### src/rtl/ldm_uop_pkg.sv
package ldm_uop_pkg;

    typedef enum logic [1:0] {
        UOP_ADDI  = 2'd0,
        UOP_SUBI  = 2'd1,
        UOP_LOAD  = 2'd2,
        UOP_STORE = 2'd3
    } uop_op_e;

    typedef enum logic [1:0] {
        PH_IDLE  = 2'd0,
        PH_COPY  = 2'd1,
        PH_XFER  = 2'd2,
        PH_WBACK = 2'd3
    } phase_e;

endpackage

### src/rtl/ldm_popcnt.sv
module ldm_popcnt #(
    parameter int W     = 16,
    localparam int CW   = $clog2(W + 1)
) (
    input  logic [W-1:0]  vec,
    output logic [CW-1:0] cnt
);
    always_comb begin
        cnt = '0;
        for (int i = 0; i < W; i++) begin
            cnt = cnt + CW'(vec[i]);
        end
    end
endmodule

### src/rtl/ldm_lowbit.sv
module ldm_lowbit #(
    parameter int W    = 16,
    localparam int IW  = $clog2(W)
) (
    input  logic [W-1:0]  vec,
    output logic          found,
    output logic [IW-1:0] idx
);
    // Scan from the top so the lowest set bit is the one left standing.
    always_comb begin
        found = 1'b0;
        idx   = '0;
        for (int i = W - 1; i >= 0; i--) begin
            if (vec[i]) begin
                found = 1'b1;
                idx   = IW'(i);
            end
        end
    end
endmodule

### src/rtl/ldm_start_off.sv
module ldm_start_off #(
    parameter int CNT_W = 5,
    parameter int OFF_W = 7,
    parameter int STEP  = 4
) (
    input  logic             pre,
    input  logic             up,
    input  logic [CNT_W-1:0] cnt,
    output logic [OFF_W-1:0] off
);
    logic [OFF_W-1:0] span;

    assign span = OFF_W'(cnt) * OFF_W'(STEP);

    always_comb begin
        unique case ({pre, up})
            2'b00:   off = span - OFF_W'(STEP);  // descend, adjust after
            2'b01:   off = '0;                   // ascend, adjust after
            2'b10:   off = span;                 // descend, adjust before
            default: off = OFF_W'(STEP);         // ascend, adjust before
        endcase
    end
endmodule

### src/rtl/ldm_uop_seq.sv
module ldm_uop_seq
    import ldm_uop_pkg::*;
#(
    parameter int NREG    = 16,
    parameter int IDX_W   = 5,
    parameter int TMP_IDX = 17,
    parameter int STEP    = 4,
    localparam int BASE_W = $clog2(NREG),
    localparam int CNT_W  = $clog2(NREG + 1),
    localparam int OFF_W  = $clog2(STEP * NREG + 1)
) (
    input  logic              clk,
    input  logic              rst_n,
    input  logic              in_valid,
    output logic              in_ready,
    input  logic              in_pre,
    input  logic              in_up,
    input  logic              in_user,
    input  logic              in_wb,
    input  logic              in_load,
    input  logic [BASE_W-1:0] in_base,
    input  logic [NREG-1:0]   in_rlist,
    output logic              uop_valid,
    input  logic              uop_ready,
    output logic [1:0]        uop_op,
    output logic [IDX_W-1:0]  uop_dst,
    output logic [IDX_W-1:0]  uop_src,
    output logic [OFF_W-1:0]  uop_imm,
    output logic              uop_neg,
    output logic              uop_last,
    output logic              err_mode
);

    typedef struct packed {
        phase_e            ph;
        logic [NREG-1:0]   rem;
        logic [OFF_W-1:0]  off;
        logic [CNT_W-1:0]  cnt;
        logic [BASE_W-1:0] base;
        logic              up;
        logic              load;
        logic              wb;
        logic              err;
    } seq_t;

    seq_t seq_q, seq_d;

    logic [CNT_W-1:0]  in_cnt;
    logic [OFF_W-1:0]  in_off;
    logic              lo_found;
    logic [BASE_W-1:0] lo_idx;
    logic [NREG-1:0]   rem_after;
    logic              fire;

    ldm_popcnt #(.W(NREG)) u_popcnt (
        .vec (in_rlist),
        .cnt (in_cnt)
    );

    ldm_start_off #(.CNT_W(CNT_W), .OFF_W(OFF_W), .STEP(STEP)) u_start (
        .pre (in_pre),
        .up  (in_up),
        .cnt (in_cnt),
        .off (in_off)
    );

    ldm_lowbit #(.W(NREG)) u_lowbit (
        .vec   (seq_q.rem),
        .found (lo_found),
        .idx   (lo_idx)
    );

    assign rem_after = seq_q.rem & ~(NREG'(1) << lo_idx);
    assign in_ready  = (seq_q.ph == PH_IDLE);
    assign uop_valid = (seq_q.ph != PH_IDLE);
    assign fire      = uop_valid && uop_ready;
    assign err_mode  = seq_q.err;

    // Output fields depend only on registered state, so they hold under stall.
    always_comb begin
        uop_op   = UOP_ADDI;
        uop_dst  = '0;
        uop_src  = '0;
        uop_imm  = '0;
        uop_neg  = 1'b0;
        uop_last = 1'b0;
        unique case (seq_q.ph)
            PH_COPY: begin
                uop_op   = UOP_ADDI;
                uop_dst  = IDX_W'(TMP_IDX);
                uop_src  = IDX_W'(seq_q.base);
                uop_last = (seq_q.rem == '0) && !seq_q.wb;
            end
            PH_XFER: begin
                uop_op   = seq_q.load ? UOP_LOAD : UOP_STORE;
                uop_dst  = IDX_W'(lo_idx);
                uop_src  = IDX_W'(TMP_IDX);
                uop_imm  = seq_q.off;
                uop_neg  = !seq_q.up;
                uop_last = (rem_after == '0) && !seq_q.wb;
            end
            PH_WBACK: begin
                uop_op   = seq_q.up ? UOP_ADDI : UOP_SUBI;
                uop_dst  = IDX_W'(seq_q.base);
                uop_src  = IDX_W'(seq_q.base);
                uop_imm  = OFF_W'(seq_q.cnt) * OFF_W'(STEP);
                uop_last = 1'b1;
            end
            default: ;
        endcase
    end

    always_comb begin
        seq_d     = seq_q;
        seq_d.err = 1'b0;
        unique case (seq_q.ph)
            PH_IDLE: begin
                if (in_valid) begin
                    if (in_user) begin
                        seq_d.err = 1'b1;
                    end else begin
                        seq_d.ph   = PH_COPY;
                        seq_d.rem  = in_rlist;
                        seq_d.off  = in_off;
                        seq_d.cnt  = in_cnt;
                        seq_d.base = in_base;
                        seq_d.up   = in_up;
                        seq_d.load = in_load;
                        seq_d.wb   = in_wb;
                    end
                end
            end
            PH_COPY: begin
                if (fire) begin
                    if (seq_q.rem != '0)  seq_d.ph = PH_XFER;
                    else if (seq_q.wb)    seq_d.ph = PH_WBACK;
                    else                  seq_d.ph = PH_IDLE;
                end
            end
            PH_XFER: begin
                if (fire) begin
                    seq_d.rem = rem_after;
                    seq_d.off = seq_q.up ? seq_q.off + OFF_W'(STEP)
                                         : seq_q.off - OFF_W'(STEP);
                    if (rem_after != '0)  seq_d.ph = PH_XFER;
                    else if (seq_q.wb)    seq_d.ph = PH_WBACK;
                    else                  seq_d.ph = PH_IDLE;
                end
            end
            default: begin
                if (fire) seq_d.ph = PH_IDLE;
            end
        endcase
    end

    always_ff @(posedge clk) begin
        if (!rst_n) begin
            seq_q    <= '0;
            seq_q.ph <= PH_IDLE;
        end else begin
            seq_q <= seq_d;
        end
    end

    AST_FIRST_IS_COPY: assert property (@(posedge clk) disable iff (!rst_n)
        in_valid && in_ready && !in_user |=> uop_valid && uop_op == 2'(UOP_ADDI)
        && uop_dst == IDX_W'(TMP_IDX) && uop_imm == '0);

    AST_XFER_STEP: assert property (@(posedge clk) disable iff (!rst_n)
        fire && (uop_op == 2'(UOP_LOAD) || uop_op == 2'(UOP_STORE)) && !uop_last |=>
        !(uop_op == 2'(UOP_LOAD) || uop_op == 2'(UOP_STORE)) ||
        (uop_imm == ($past(uop_neg) ? OFF_W'($past(uop_imm) - OFF_W'(STEP))
                                    : OFF_W'($past(uop_imm) + OFF_W'(STEP)))));

    AST_XFER_HAS_REG: assert property (@(posedge clk) disable iff (!rst_n)
        seq_q.ph == PH_XFER |-> lo_found);

    AST_LAST_THEN_IDLE: assert property (@(posedge clk) disable iff (!rst_n)
        fire && uop_last |=> in_ready && !uop_valid);

    AST_REJECT_SILENT: assert property (@(posedge clk) disable iff (!rst_n)
        in_valid && in_ready && in_user |=> err_mode && !uop_valid);

    AST_ERR_ONE_CYCLE: assert property (@(posedge clk) disable iff (!rst_n)
        err_mode |=> !err_mode || $past(in_valid && in_user));

    AST_BUSY_NO_ACCEPT: assert property (@(posedge clk) disable iff (!rst_n)
        uop_valid |-> !in_ready);

    AST_HOLD_STABLE: assert property (@(posedge clk) disable iff (!rst_n)
        uop_valid && !uop_ready |=> uop_valid && $stable(uop_op) && $stable(uop_dst)
        && $stable(uop_src) && $stable(uop_imm) && $stable(uop_neg) && $stable(uop_last));

endmodule

### config.mk
export PLATFORM = sky130hd
export DESIGN_NAME = ldm_uop_seq
export DESIGN_NICKNAME = d
export VERILOG_FILES = /design/src/rtl/ldm_uop_pkg.sv /design/src/rtl/ldm_popcnt.sv /design/src/rtl/ldm_lowbit.sv /design/src/rtl/ldm_start_off.sv /design/src/rtl/ldm_uop_seq.sv
export SDC_FILE = /design/constraint.sdc
export NUM_CORES = 1
export LEC_CHECK = 0
export BUFFER_PORTS_ARGS = -buffer_cell sky130_fd_sc_hd__buf_2
export CORE_ASPECT_RATIO = 0.75
export CORE_MARGIN = 1.5
export CORE_UTILIZATION = 35
export DETAILED_ROUTE_END_ITERATION = 10
export GPL_TIMING_DRIVEN = 0
export PLACE_DENSITY = 0.54
export SLEW_MARGIN = 30
export SYNTH_ARGS = -nofsm -noshare
export SYNTH_HDL_FRONTEND = slang
export SYNTH_SLANG_ARGS = --single-unit
### constraint.sdc
create_clock -name clk -period 11 [get_ports clk]
set_clock_uncertainty 0.15 [all_clocks]
set_input_delay 0 -clock clk [delete_from_list [all_inputs] [get_ports clk]]
set_output_delay 0 -clock clk [all_outputs]
set_load 0.05 [all_outputs]
; ---- Yosys cells after proc, flatten, opt, wreduce, memory -nomap -nowiden
; Cells that the tools add are included.
[op_classes]
addsub = 18
n_eq_ne = 9
shift = 1
mux = 37
bitwise = 3
n_reduce_logical = 19
[ops]
columns = operator, n
row1 = adder 5 x 1 -> 5 bit, 14
row2 = 2-to-1 mux 4 bit, 16
row3 = one-hot mux 23 bit (2 select lines), 1
row4 = 2-to-1 mux 38 bit, 1
row5 = 2-to-1 mux 37 bit, 1
row6 = zero test 16 bit, 2
row7 = nonzero test 16 bit, 2
row8 = 2-to-1 mux 25 bit, 1
row9 = one-hot mux 7 bit (3 select lines), 1
row10 = bitwise AND 16 bit, 1
row11 = inverter 16 bit, 1
row12 = << shifter 1 x 4 -> 16 bit (first input constant), 1
row13 = one-hot mux 5 bit (3 select lines), 1
row14 = one-hot mux 7 bit (2 select lines), 1
row15 = subtractor 7 x 3 -> 7 bit (second input constant), 2
row16 = 2-to-1 mux 2 bit, 5
row17 = one-hot mux 5 bit (2 select lines), 1
row18 = != test 2 bit (second input constant), 4
row19 = adder 7 x 3 -> 7 bit (second input constant), 1
row20 = 2-to-1 mux 7 bit, 1
row21 = == test 2 bit (second input constant), 3
row22 = one-hot mux 2 bit (3 select lines), 1
row23 = AND reduction 3 bit, 2
row24 = nonzero test 2 bit, 3
row25 = other kinds (12), 20
[word_totals]
reg_bits = 38
inputBits = 29

; ---- Logic depth before layout (Yosys ltp)
[depth]
depth_word = 23
depth_mapped = 18
depth_no_buf = 18

; ---- Modules after synthesis
; Synthesis repeated with hierarchy kept, for this count alone.
[hier_totals]
hier_cells = 397
hier_area_um2 = 3088.0
[modules_own_cells]
columns = module, n_inst, cells_each, area_per_inst_um2, seq_area_each_um2
row1 = ldm_uop_seq, 1, 297, 2363.5, 760.7
row2 = ldm_popcnt, 1, 47, 407.9, 0.0
row3 = ldm_lowbit, 1, 33, 178.9, 0.0
row4 = ldm_start_off, 1, 20, 137.6, 0.0

; ---- Least setup slack after synthesis
; No wires, ideal clock.
[synth_path]
kind = input-to-reg
from = input port in_rlist[0]
to = register seq_q[19] (netlist name)
arrival_ns = 4.072
t_required_ns = 10.735
path_slack_ns = 6.663
stages = 15
path_buffers = 0
path_cell_list = ha_1 -> inv_1 -> fa_1 -> fa_1 -> fa_1 -> fa_1 -> fa_1 -> fa_1 -> ha_1 -> nor2b_1 -> o211ai_1 -> xor2_1 -> a21oi_1 -> o22ai_1 -> and2_1
[synth_via]
elab_chain_cells = 20
[synth_rtl]
columns = element, line_no
row1 = "start, declared", ldm_uop_seq.sv:22  ; input logic [NREG-1:0] in_rlist,
row2 = adder 1 x 1 -> 2 bit *, ldm_popcnt.sv:11  ; cnt = cnt + CW'(vec[i]);
row3 = adder 5 x 1 -> 5 bit * (14 in series), ldm_popcnt.sv:11
row4 = subtractor 7 x 3 -> 7 bit, ldm_start_off.sv:17  ; 2'b00: off = span - OFF_W'(STEP);
row5 = one-hot mux 7 bit (3 select lines) *, ldm_start_off.sv:16  ; unique case ({pre, up})
row6 = 2-to-1 mux 37 bit *, ldm_uop_seq.sv:119  ; if (in_user) begin
row7 = 2-to-1 mux 38 bit *, ldm_uop_seq.sv:118  ; if (in_valid) begin
row8 = one-hot mux 23 bit (2 select lines) *, ldm_uop_seq.sv:116  ; unique case (seq_q.ph)
row9 = "end signal, assigned", ldm_uop_seq.sv:161  ; seq_q <= seq_d;
row10 = "end, declared", ldm_uop_seq.sv:46  ; seq_t seq_q, seq_d;
; Mark *: on every way between the ends. The rest lies on a longest branch, timed or not. The select of a mux whose other input is x is not followed.
; A chain may end at the register's enable or synchronous reset.

; ---- Final worst setup path
; Ends and elaborated chain as after synthesis.

==> summary.md <==
| Metric | Value |
|---|---|
| CP cell instances | `dlygate4sd3_1, buf_2, ha_1, inv_1, fa_1, fa_1, fa_1, fa_1, fa_1, fa_1, ha_1, nor2b_1, o211ai_1, xor2_1, a21oi_1, o22ai_1, and2_1` |
| Drt via density | `5.30` |
| Post-synth EDFFs | `0` |
| PwrDens | `139 nW/um^2` |
| Clock Sinks | `36` |
| Largest net degree at the start of global routing | `12` |
| Setup Viol. Count Final | `0` |
| Startpoint Class | `primary input` |
| Grt total ovfl | `0` |
| Vias in the first global route | `2940` |
| Setup TNS | `0 ns` |
| CP arrival | `5.03 ns` |
| Sequential Area | `721 sq um` |
| Most numerous cell in the Yosys netlist | `nand2_1` |
| Post-DP HPWL | `7370 um` |
| Multi-input logic area | `2010 sq um` |
| Crit. End Element | `register` |
| M1 WL | `4820 um` |
| Global-route total usage across every layer | `0.214` |
| Clk Latency, worst-skew pair | `0.28 ns` |
| Post-synthesis sequential area ratio | `0.241` |
| Hold Vio Cnt, Final | `0` |
| Final wirelength | `9350 um` |
| Post-synthesis async set-or-reset flop share | `0` |
| Worst-Margin Slew | `0.679 ns` |
| Setup CP Type | `primary input to register` |
| Post-DR wirelength/cell | `16.3 um` |
| Status | `finished clean` |
| Standard-cell rows | `28` |
| Metal2 WL | `3990 um` |
| Worst Hold Launch | `in_valid` |
| Slowest cell on crit path | `fa_1` |
| Dpl ws | `6.24 ns` |
| First-pass GRT wire length | `15200 um` |
| Req. time, crit path | `11.02 ns` |
| Die area | `9120 sq um` |
| Die H | `83.1 um` |
| DRT Pass-1 Iters | `4` |
| Initial Utilization | `0.370` |
| Cells after Synth | `385` |
| P_leak | `0.00163 uW` |
| Worst Hold Depth | `5` |
| Synthesized area | `2990 sq um` |
| Crit path top cell by count | `fa_1` |
| Syn Area/Cell | `7.77 sq um` |
| Yosys warns | `0` |
| Final Cycle Share | `0.455` |
| Final setup margin | `5.99 ns` |
| Worst hold endpoint | `seq_q[16]` |
| First DRT Iteration DRCs | `165` |
| R2r setup slk | `8.18 ns` |
| Cells on worst reg2reg path | `10` |
| FMAX | `200 MHz` |
| Num CTS Buffers | `5` |
| Root buf cell | `clkbuf_16` |
| Routed via count | `3040` |
| Post-CTS Setup Bufs | `0` |
| Maximum root-to-sink buffer count | `2` |
| # IOs | `53` |
| Top area cells in the synthesized netlist | `dfxtp_1, fa_1, nand2_1, ha_1, nor2_1` |
| Distinct cells, synth | `64` |
| Final instance area | `3780 sq um` |
| Worst slew margin | `0.545` |
| Final Max Tran Viols | `0` |
| Worst R2R Start | `seq_q[36]` |
| Layout cells sized above 1 | `0.164` |
| CP max FO | `4` |
| Initial antenna violation count | `0` |
| Post-synth top area share | `0.241` |
| Synthesis-to-finish area growth | `26.4%` |
| Worst Hold Class | `primary input to register` |
| Antenna Cells | `0` |
| Fin Hold WS | `0.0301 ns` |
| Synthesis-stage register bit count | `36` |
| Fillcell total | `813` |
| Most used DFF post-synth | `dfxtp_1` |
| Residual DRC | `0` |
| Top layer in use | `met4` |
| VDD IR max | `0.000131 V` |
| CP startpoint | `in_rlist[0]` |
| Max-cap violations | `0` |
| Tmin final | `5.01 ns` |
| Core ar. | `8090 sq um` |
| RSZ-0062 raised after global routing | `false` |
| RD Place Congestion | `0.896` |
| Final #Nets | `522` |
| Top post-synthesis cells by count | `nand2_1, dfxtp_1, nor2_1, inv_1, a21oi_1` |
| H-tree levels | `2` |
| Slowest stage delay, CP | `0.60 ns` |
| TritonCTS clock tree | `done` |
| ANT nets after route | `0` |
| Port bufs | `49` |
| Chip Width | `110 um` |
| Most area-hungry cell type in the Yosys netlist | `dfxtp_1` |
| CTS clk-pin slew, worst paths | `0.06 ns` |
| Cell Area, Placed | `3370 sq um` |
| Met3 Wirelength | `500 um` |
| Worst R2R End | `seq_q[18]` |
logic make-up after synthesis:
family                   count (synthesis)  synth area share
XOR/XNOR                                 8            0.0234
flip-flops                              36             0.241
AND/OR/NAND/NOR                        141             0.234
multiplexers                             1           0.00334
AO/OA/AOI/OAI                          118             0.276
adder cells (fa/ha/maj)                 25             0.132
buffers and inverters                   55            0.0895
other                                    1           0.00125
final cells by class:
class	count	share of cell area
Inverter	33	0.0327
Multi-Input combinational cell	295	0.531
Clock inverter	1	0.00198
Sequential cell	36	0.190
Tap cell	105	0.0347
Buffer	22	0.0380
Clock buffer	7	0.0377
Timing Repair Buffer	75	0.134
cells in the final DEF (no fill, tap or decap), drive strengths merged, types with 11 or more instances in the layout:
cell type	n
ha	14
nand2	55
nor2b	11
dlygate4sd3	26
a21boi	11
dfxtp	36
fa	11
o21ai	29
nor2	35
inv	32
clkbuf	20
a21oi	21
buf	57
registers in the layout, indices dropped and copies added, names as in the netlist:
register,cells
seq_q,35
err_mode,1
metal layers:
layer  vias up  GRT usage
met5         -          0
met4         0     0.0437
met3         4     0.0298
met2        87      0.308
met1      1435      0.333
li1       1514          -
how the worst max path moves through the flow:
| stage | endpoint | cells after the start |
|---|---|---|
| after floorplan | seq_q[19] | 15 |
| after global placement | seq_q[19] | 16 |
| after detailed placement | seq_q[19] | 16 |
| after CTS | seq_q[19] | 17 |
| after global routing | seq_q[19] | 17 |
| final | seq_q[19] | 17 |
critical path: cells and delay by family:
kind	cells	cell delay (ns)
adders and majority gates	8	3.36
buffers and inverters	3	0.75
AOI/OAI and AO/OA	3	0.38
and+or+nand+nor	2	0.37
xor gates and xnor gates	1	0.17
stage by stage:
step	cells	utilization	power, uW
detailed placement	540	0.417	375
finish	574	0.468	527
global route	574	0.468	569
CTS	574	0.468	529
floorplan	386	-	320
global placement	540	0.417	373
repair_timing:
| item | in CTS | in global routing |
|---|---|---|
| hold endpoints to repair | 26 | 0 |
| resized for setup | 0 | 0 |
| hold buffers | 26 | 0 |
power breakdown:
group	total (uW)	switching (uW)	leakage, uW	internal [uW]
Combinational	234	134	0.00126	100
Sequential	148	9.23	0.000294	139
Clock	145	55.0	0.0000701	90.2
No activity file was read; power rests on OpenSTA's default activity.
